## config.mk

```make
export PLATFORM = sky130hd
export DESIGN_NAME = ustep_ref_gen
export DESIGN_NICKNAME = d
export VERILOG_FILES = /design/src/rtl/ustep_ref_gen.sv
export SDC_FILE = /design/constraint.sdc
export NUM_CORES = 1
export LEC_CHECK = 0
export ABC_AREA = 1
export BUFFER_PORTS_ARGS = -buffer_cell sky130_fd_sc_hd__buf_2
export CAP_MARGIN = 20
export CORE_MARGIN = 2
export CORE_UTILIZATION = 35
export DETAILED_ROUTE_END_ITERATION = 7
export PLACE_DENSITY = 0.59
export SKIP_LAST_GASP = 1
export SLEW_MARGIN = 5
export SYNTH_ARGS = -nofsm -noshare
export SYNTH_HDL_FRONTEND = slang
export SYNTH_SLANG_ARGS = --single-unit
export TNS_END_PERCENT = 20
```

## constraint.sdc

```tcl
create_clock -name clk -period 4.5 [get_ports clk]
set_input_delay 0.225 -clock clk [delete_from_list [all_inputs] [get_ports clk]]
set_output_delay 0.225 -clock clk [all_outputs]
set_load 0.02 [all_outputs]
```

## src/rtl/ustep_ref_gen.sv

```systemverilog
module ustep_ref_gen #(
  parameter int MSTEP_LOG2 = 8,
  parameter int DAC_W      = 12
) (
  input  logic                    clk,
  input  logic                    rst_n,
  input  logic                    step_up,
  input  logic                    step_dn,
  output logic signed [DAC_W-1:0] cos_code,
  output logic signed [DAC_W-1:0] sin_code,
  output logic [1:0]              full_step,
  output logic                    code_valid
);
  localparam int  N       = 1 << MSTEP_LOG2;
  localparam int  ANG_W   = MSTEP_LOG2 + 2;
  localparam int  MAG_W   = DAC_W - 1;
  localparam int  PEAK    = (1 << (DAC_W - 1)) - 1;
  localparam real HALF_PI = 1.5707963267948966;

  logic [MAG_W-1:0] qtab [N];
  for (genvar g = 0; g < N; g++) begin : g_tab
    localparam int V = $rtoi($floor(PEAK * $sin(HALF_PI * g / N) + 0.5));
    assign qtab[g] = MAG_W'(V);
  end

  logic [ANG_W-1:0] angle_q, angle_d;
  logic             move;
  logic [1:0]       quad;
  logic [MSTEP_LOG2:0] i_fwd, i_rev, sin_k, cos_k;
  logic [MAG_W-1:0]    sin_mag, cos_mag;
  logic signed [DAC_W-1:0] sin_d, cos_d;

  assign move    = step_up ^ step_dn;
  assign angle_d = step_up ? angle_q + ANG_W'(1) : angle_q - ANG_W'(1);
  assign quad    = angle_d[ANG_W-1 -: 2];
  assign i_fwd   = {1'b0, angle_d[MSTEP_LOG2-1:0]};
  assign i_rev   = (MSTEP_LOG2+1)'(N) - i_fwd;
  assign sin_k   = quad[0] ? i_rev : i_fwd;
  assign cos_k   = quad[0] ? i_fwd : i_rev;
  assign sin_mag = sin_k[MSTEP_LOG2] ? MAG_W'(PEAK) : qtab[sin_k[MSTEP_LOG2-1:0]];
  assign cos_mag = cos_k[MSTEP_LOG2] ? MAG_W'(PEAK) : qtab[cos_k[MSTEP_LOG2-1:0]];
  assign sin_d   = quad[1] ? -$signed({1'b0, sin_mag}) : $signed({1'b0, sin_mag});
  assign cos_d   = (quad[0] ^ quad[1]) ? -$signed({1'b0, cos_mag}) : $signed({1'b0, cos_mag});

  always_ff @(posedge clk or negedge rst_n) begin
    if (!rst_n) begin
      angle_q    <= '0;
      cos_code   <= DAC_W'(PEAK);
      sin_code   <= '0;
      code_valid <= 1'b0;
    end else begin
      code_valid <= move;
      if (move) begin
        angle_q  <= angle_d;
        cos_code <= cos_d;
        sin_code <= sin_d;
      end
    end
  end

  assign full_step = angle_q[ANG_W-1 -: 2];
endmodule

```

==> results.cfg, run 1 <==
[timing]
layout_min_cycle_time_ns = 4.248
finClkSkew_ns = 0.007053
fin_hold_ws_ns = 0.05605
tightest_slew_ns = 0.8231
fmax_mhz = 235.4
maxSlewViolCount = 0
rsz0062_at_grt = true
setup_viol = 0
fin_tns_setup_ns = 0
hold_viol_final = 0
fin_crit_sh = 0.9440
slew_headroom = 0.4492

[yosys]
ys_top_cells_by_area = nand2_1, nand3_1, dfrtp_1
synth_seq_area_share = 0.1129
synth_cells = 1504
yosysMostFrequentCell = nand2_1
synth_common_cells = nand2_1, nand3_1, inv_1, nor2_1, o21ai_0
synth_area_mm2 = 0.007883
synth_nets = 1541
ys_ff_latch = 35
synth_largest_area_cell = nand2_1
synth_top_area_frac = 0.3238
yosys_warnings = 0
synth_edf_count = 0
syn_avg_cell_area_um2 = 5.241
yosys_most_used_dff = dfrtp_1
ys_types = 43
synthArstFlopShare = 1.000

[grt]
antenna_found_initial = 0
grt_max_degree = 36
grt_pass1_wl_um = 53530
grt_pass1_vias = 9702
grt_usage = 0.2799
overflow = 0

[finish]
multi_input_area_mm2 = 0.006137
fin_cells = 1810
num_antenna_cells = 0
drive_gt1_frac = 0.1190
utilization = 0.3886
ff_latch_area_um2 = 889.6
fill_cells = 2484
fin_nets = 1566
area_growth_pct = 8.254

[floorplanning]
die_x_um = 154.1
core-area_mm2 = 0.02196
die_area_mm2 = 0.02374
die_h_um = 154.1
num_rows = 54
initial_utilization = 0.3590
io_pins = 31

[cts]
tritoncts = built
cts-root-buf = clkbuf_16
cts_sinks = 35
htreeDepth = 2
clk_latency_ns = 0.27
cts_buffers = 5
path_clk_slew_ns = 0.06
clk_path_buf_depth = 2

[run_status]
status = finished, final reports clean

[routing]
drt_wl_total_um = 34550
ant_nets = 0
drt_iter0_markers = 1249
drt-pass1-iter-count = 6
num_vias = 10530
viasPerCell = 5.819
drcViolationCount = 0
wl_per_cell_um = 19.09

[setup_path]
arrival_ns = 4.41
crit_required_ns = 4.66
reg2reg_depth = 28
path_common_cell = nand2_1
path_class = flop to flop
endpoint = sin_code[10]
crit_start = angle_q[0]
worst_r2r_endpoint = sin_code[10]
end_kind = flop
cp-start-kind = flop
max_stage_delay_ns = 0.44
cp_slowest_cell = fa_1
reg2reg_slack_ns = 0.25
r2r-start = angle_q[0]
worstPathMaxFanout = 15

[min_path]
hold_class = input port to asynchronous set/reset pin

[place]
place_inst = 1796
hpwlAfterDp_um = 25300
numPortBuffers = 30
place_congestion = 1.029

[run]
maxCapViolCount = 0
worst min path at each step:
| stage | from | endpoint | slack [ns] | cells past startpoint |
|---|---|---|---|---|
| 3_5_place_dp | rst_n | cos_code[11] | 0.37 | 1 |
| 5_1_grt | rst_n | angle_q[6] | 0.11 | 1 |
| 3_3_place_gp | rst_n | angle_q[8] | 0.35 | 1 |
| 2_1_floorplan | rst_n | angle_q[0] | -0.07 | 0 |
| 6_report | rst_n | angle_q[6] | 0.06 | 1 |
| 4_1_cts | rst_n | angle_q[6] | 0.08 | 1 |
metrics by stage:
stage	instance area (um^2)	worst slack (ns)
6_report	8533	0.2519
5_1_grt	8533	-0.04844
4_1_cts	8452	0.1849
3_5_place_dp	8310	0.1314
3_3_place_gp	8310	0.1966
2_1_floorplan	7883	0.4090
cell type report:
| class | instances | share of cell area |
|---|---|---|
| Inverter | 107 | 0.04736 |
| Sequential cell | 35 | 0.1043 |
| Clock inverter | 2 | 0.001466 |
| Tap cell | 280 | 0.04106 |
| Multi-Input combinational cell | 1292 | 0.7192 |
| Timing Repair Buffer | 88 | 0.07155 |
| Clock buffer | 6 | 0.01510 |
kinds of logic (layout without fill, tap and decap cells):
kind of cell | after synthesis | in the layout | synth area share
DFF | 35 | 35 | 0.1129
adders and majority gates | 33 | 33 | 0.05333
xor gates and xnor gates | 10 | 10 | 0.01111
AOI/OAI and AO/OA | 145 | 145 | 0.1011
and+or+nand+nor | 1103 | 1104 | 0.6073
buffers and inverters | 178 | 203 | 0.1143
sequential cells by signal, indices dropped and copies added (netlist names):
| name | flops |
|---|---|
| angle_q | 10 |
| code_valid | 1 |
| cos_code | 12 |
| sin_code | 12 |
worst max-delay path: cells and delay by family, from the launching register on:
family | cells | cell delay [ns]
adder cells (fa/ha/maj) | 2 | 0.61
buffers and inverters | 3 | 0.41
flip-flops | 1 | 0.35
AO/OA/AOI/OAI | 1 | 0.34
AND/OR/NAND/NOR | 22 | 2.44
per-layer routing:
| layer | vias up | global-route usage | routed length (um) |
|---|---|---|---|
| met1 | 4799 | 0.3850 | 14620 |
| met2 | 675 | 0.4352 | 14820 |
| met3 | 123 | 0.04904 | 3694 |
| met5 | - | 0 | 0 |
| li1 | 4935 | - | - |
| met4 | 0 | 0.1086 | 1421 |
repair_timing:
item                       4_1_cts  5_1_grt
hold buffers                     0        0
setup endpoints to repair        0       15
resized for setup                0        9
buffers inserted                 0        5
cell usage in the layout, fill, tap and decap left out, drive strengths merged:
cell type  instances
inv              106
o221ai             2
fa                 1
o211ai             6
xnor2              4
dfstp             11
a31oi              3
o31ai              1
clkinvlp           1
nand3            249
nor3               4
or2                6
xor2               6
nand2            718
clkinv             2
dfrtp             24
clkbuf             6
buf               88
o21a               1
o311ai             1
a21oi             52
o22ai              2
nor2              88
o21ai             77
nand3b             7
nand4             32
ha                32
Power of run 1 is not shown: default switching activity piles up to over one toggle a cycle in this logic, so the estimate is an artifact.
==> run 2, diff against run 1 <==
- PLACE_DENSITY: 0.59 -> 0.5
- RECOVER_POWER: unset -> 100
==> run 2 against run 1 <==
  * The run now ends with design-rule violations, max-capacitance violations, max-slew violations left
  * Routed wire length grew 2.9%
  * Fmax grew 2.2%
  * Clock-buffer cell count grew 1
  * Critical endpoint is now sin_code[11]
  * Worst setup slack gained 0.092 ns
  * Sequential share of layout area shrank 0.12 points
  * Design area grew 1.2%
  * Via count shrank 2.1%
  * First-iteration DRC count grew 15%
  * Non-clock buffer count grew 16
==> results.cfg, run 2 (synthesis gave the netlist of run 1 again) <==
[cts]
path_clk_slew_ns = 0.05
cts-root-buf = clkbuf_16
cts_buffers = 5
cts_sinks = 35
cts-hold-fix-buffers = 0
cts_resized = 0
postCtsSetupRepairBufs = 0
htreeDepth = 2
tritoncts = built
clk_latency_ns = 0.28
clk_path_buf_depth = 2

[routing]
ant_nets = 0
num_vias = 10310
wl_per_cell_um = 19.47
drcViolationCount = 1
drt_iter0_markers = 1436
drt-pass1-iter-count = 8
viasPerCell = 5.647
drt_wl_total_um = 35560

[finish]
layout.cells.most_common = nand2_1
final_cell_mix = nand2_1, nand3_1, inv_1
drive_gt1_frac = 0.1093
fin_nets = 1582
num_antenna_cells = 0
top_regs = cos_code x12, sin_code x12, angle_q x10
area_growth_pct = 9.556
fin_cells = 1826

[floorplanning]
core-area_mm2 = 0.02196
io_pins = 31
die_h_um = 154.1
die_x_um = 154.1
initial_utilization = 0.3590
num_rows = 54
die_area_mm2 = 0.02374

[setup_path]
crit_required_ns = 4.66
worstPathMaxFanout = 13
cp-start-kind = flop
arrival_ns = 4.32
end_kind = flop
path_class = flop to flop

[grt]
overflow = 0
grt_max_degree = 36
grt_pass1_wl_um = 54830
grt_pass1_vias = 9389
antenna_found_initial = 0
grt_usage = 0.2916

[run_status]
status = finished, violations left
violations = design-rule violations, max-capacitance violations, max-slew violations

[timing]
finClkSkew_ns = 0.003324
setup_viol = 0
tightest_slew_ns = 1.869
hold_viol_final = 0
fin_tns_setup_ns = 0
maxSlewViolCount = 36
slew_headroom = -0.2460
fin_crit_sh = 0.9237
fmax_mhz = 240.6
rsz0062_at_grt = false
layout_min_cycle_time_ns = 4.157

[place]
hpwlAfterDp_um = 27100
place_inst = 1817
numPortBuffers = 30
place_congestion = 0.9933

[run]
maxCapViolCount = 1

[min_path]
hold_class = input port to asynchronous set/reset pin
run 2: area by class of cell:
class                           count  area [um^2]
Tap cell                          280        350.3
Clock inverter                      1        5.005
Sequential cell                    35        889.6
Timing Repair Buffer              104        699.4
Multi-Input combinational cell   1292         6145
Fill cell                        2581        13320
Clock buffer                        7        142.6
Inverter                          107        404.1
run 2: through the flow:
stage                     instance area, um^2  utilization  setup slack, ns  hold slack (ns)
final                                    8636       0.3933           0.3434           0.4506
after global routing                     8636       0.3933         0.002118           0.4900
after CTS                                8628       0.3929           0.2736          0.04941
after detailed placement                 8481       0.3862           0.1884           0.3495
after global placement                   8481       0.3862           0.1804           0.3503
after floorplan                          7883            -           0.4090         -0.07059
run 2: final timing paths:
kind,from,end,slack (ns),cells past startpoint
max in group asynchronous,rst_n,sin_code[8],2.97,1
max reg2reg,angle_q[6],sin_code[11],0.34,26
min in group clk,cos_code[7],cos_code[7],0.46,2
max,angle_q[6],sin_code[11],0.34,26
min reg2reg,cos_code[7],cos_code[7],0.46,2
min,rst_n,cos_code[11],0.45,1
run 2: layer usage:
layer	up-vias	routed length (um)	share of wire	track usage
met5	-	0	0	0
li1	4967	-	-	-
met1	4707	16550	0.47	0.4389
met4	0	973	0.027	0.08144
met3	76	3343	0.094	0.03495
met2	562	14690	0.41	0.4335
run 2: worst max-delay path, cell delays in order, from the launching register on:
cell	delay, ns
dfrtp_1	0.38
ha_1	0.35
nand2_1	0.13
inv_1	0.06
a21oi_2	0.26
nand2_2	0.13
nand2_4	0.11
nand2_4	0.12
nand2_1	0.11
nand2_2	0.08
ha_1	0.22
or2_2	0.30
nand2_1	0.11
clkbuf_2	0.19
nand2_1	0.09
nand2_1	0.08
nand2_1	0.05
inv_1	0.04
nand4_1	0.07
nand3_1	0.17
nand2_1	0.10
nand2_1	0.11
nand3_1	0.10
nor2_1	0.21
nand2_1	0.13
nor3_1	0.25
o21ai_1	0.09
Power of run 2 is left out for the same reason.
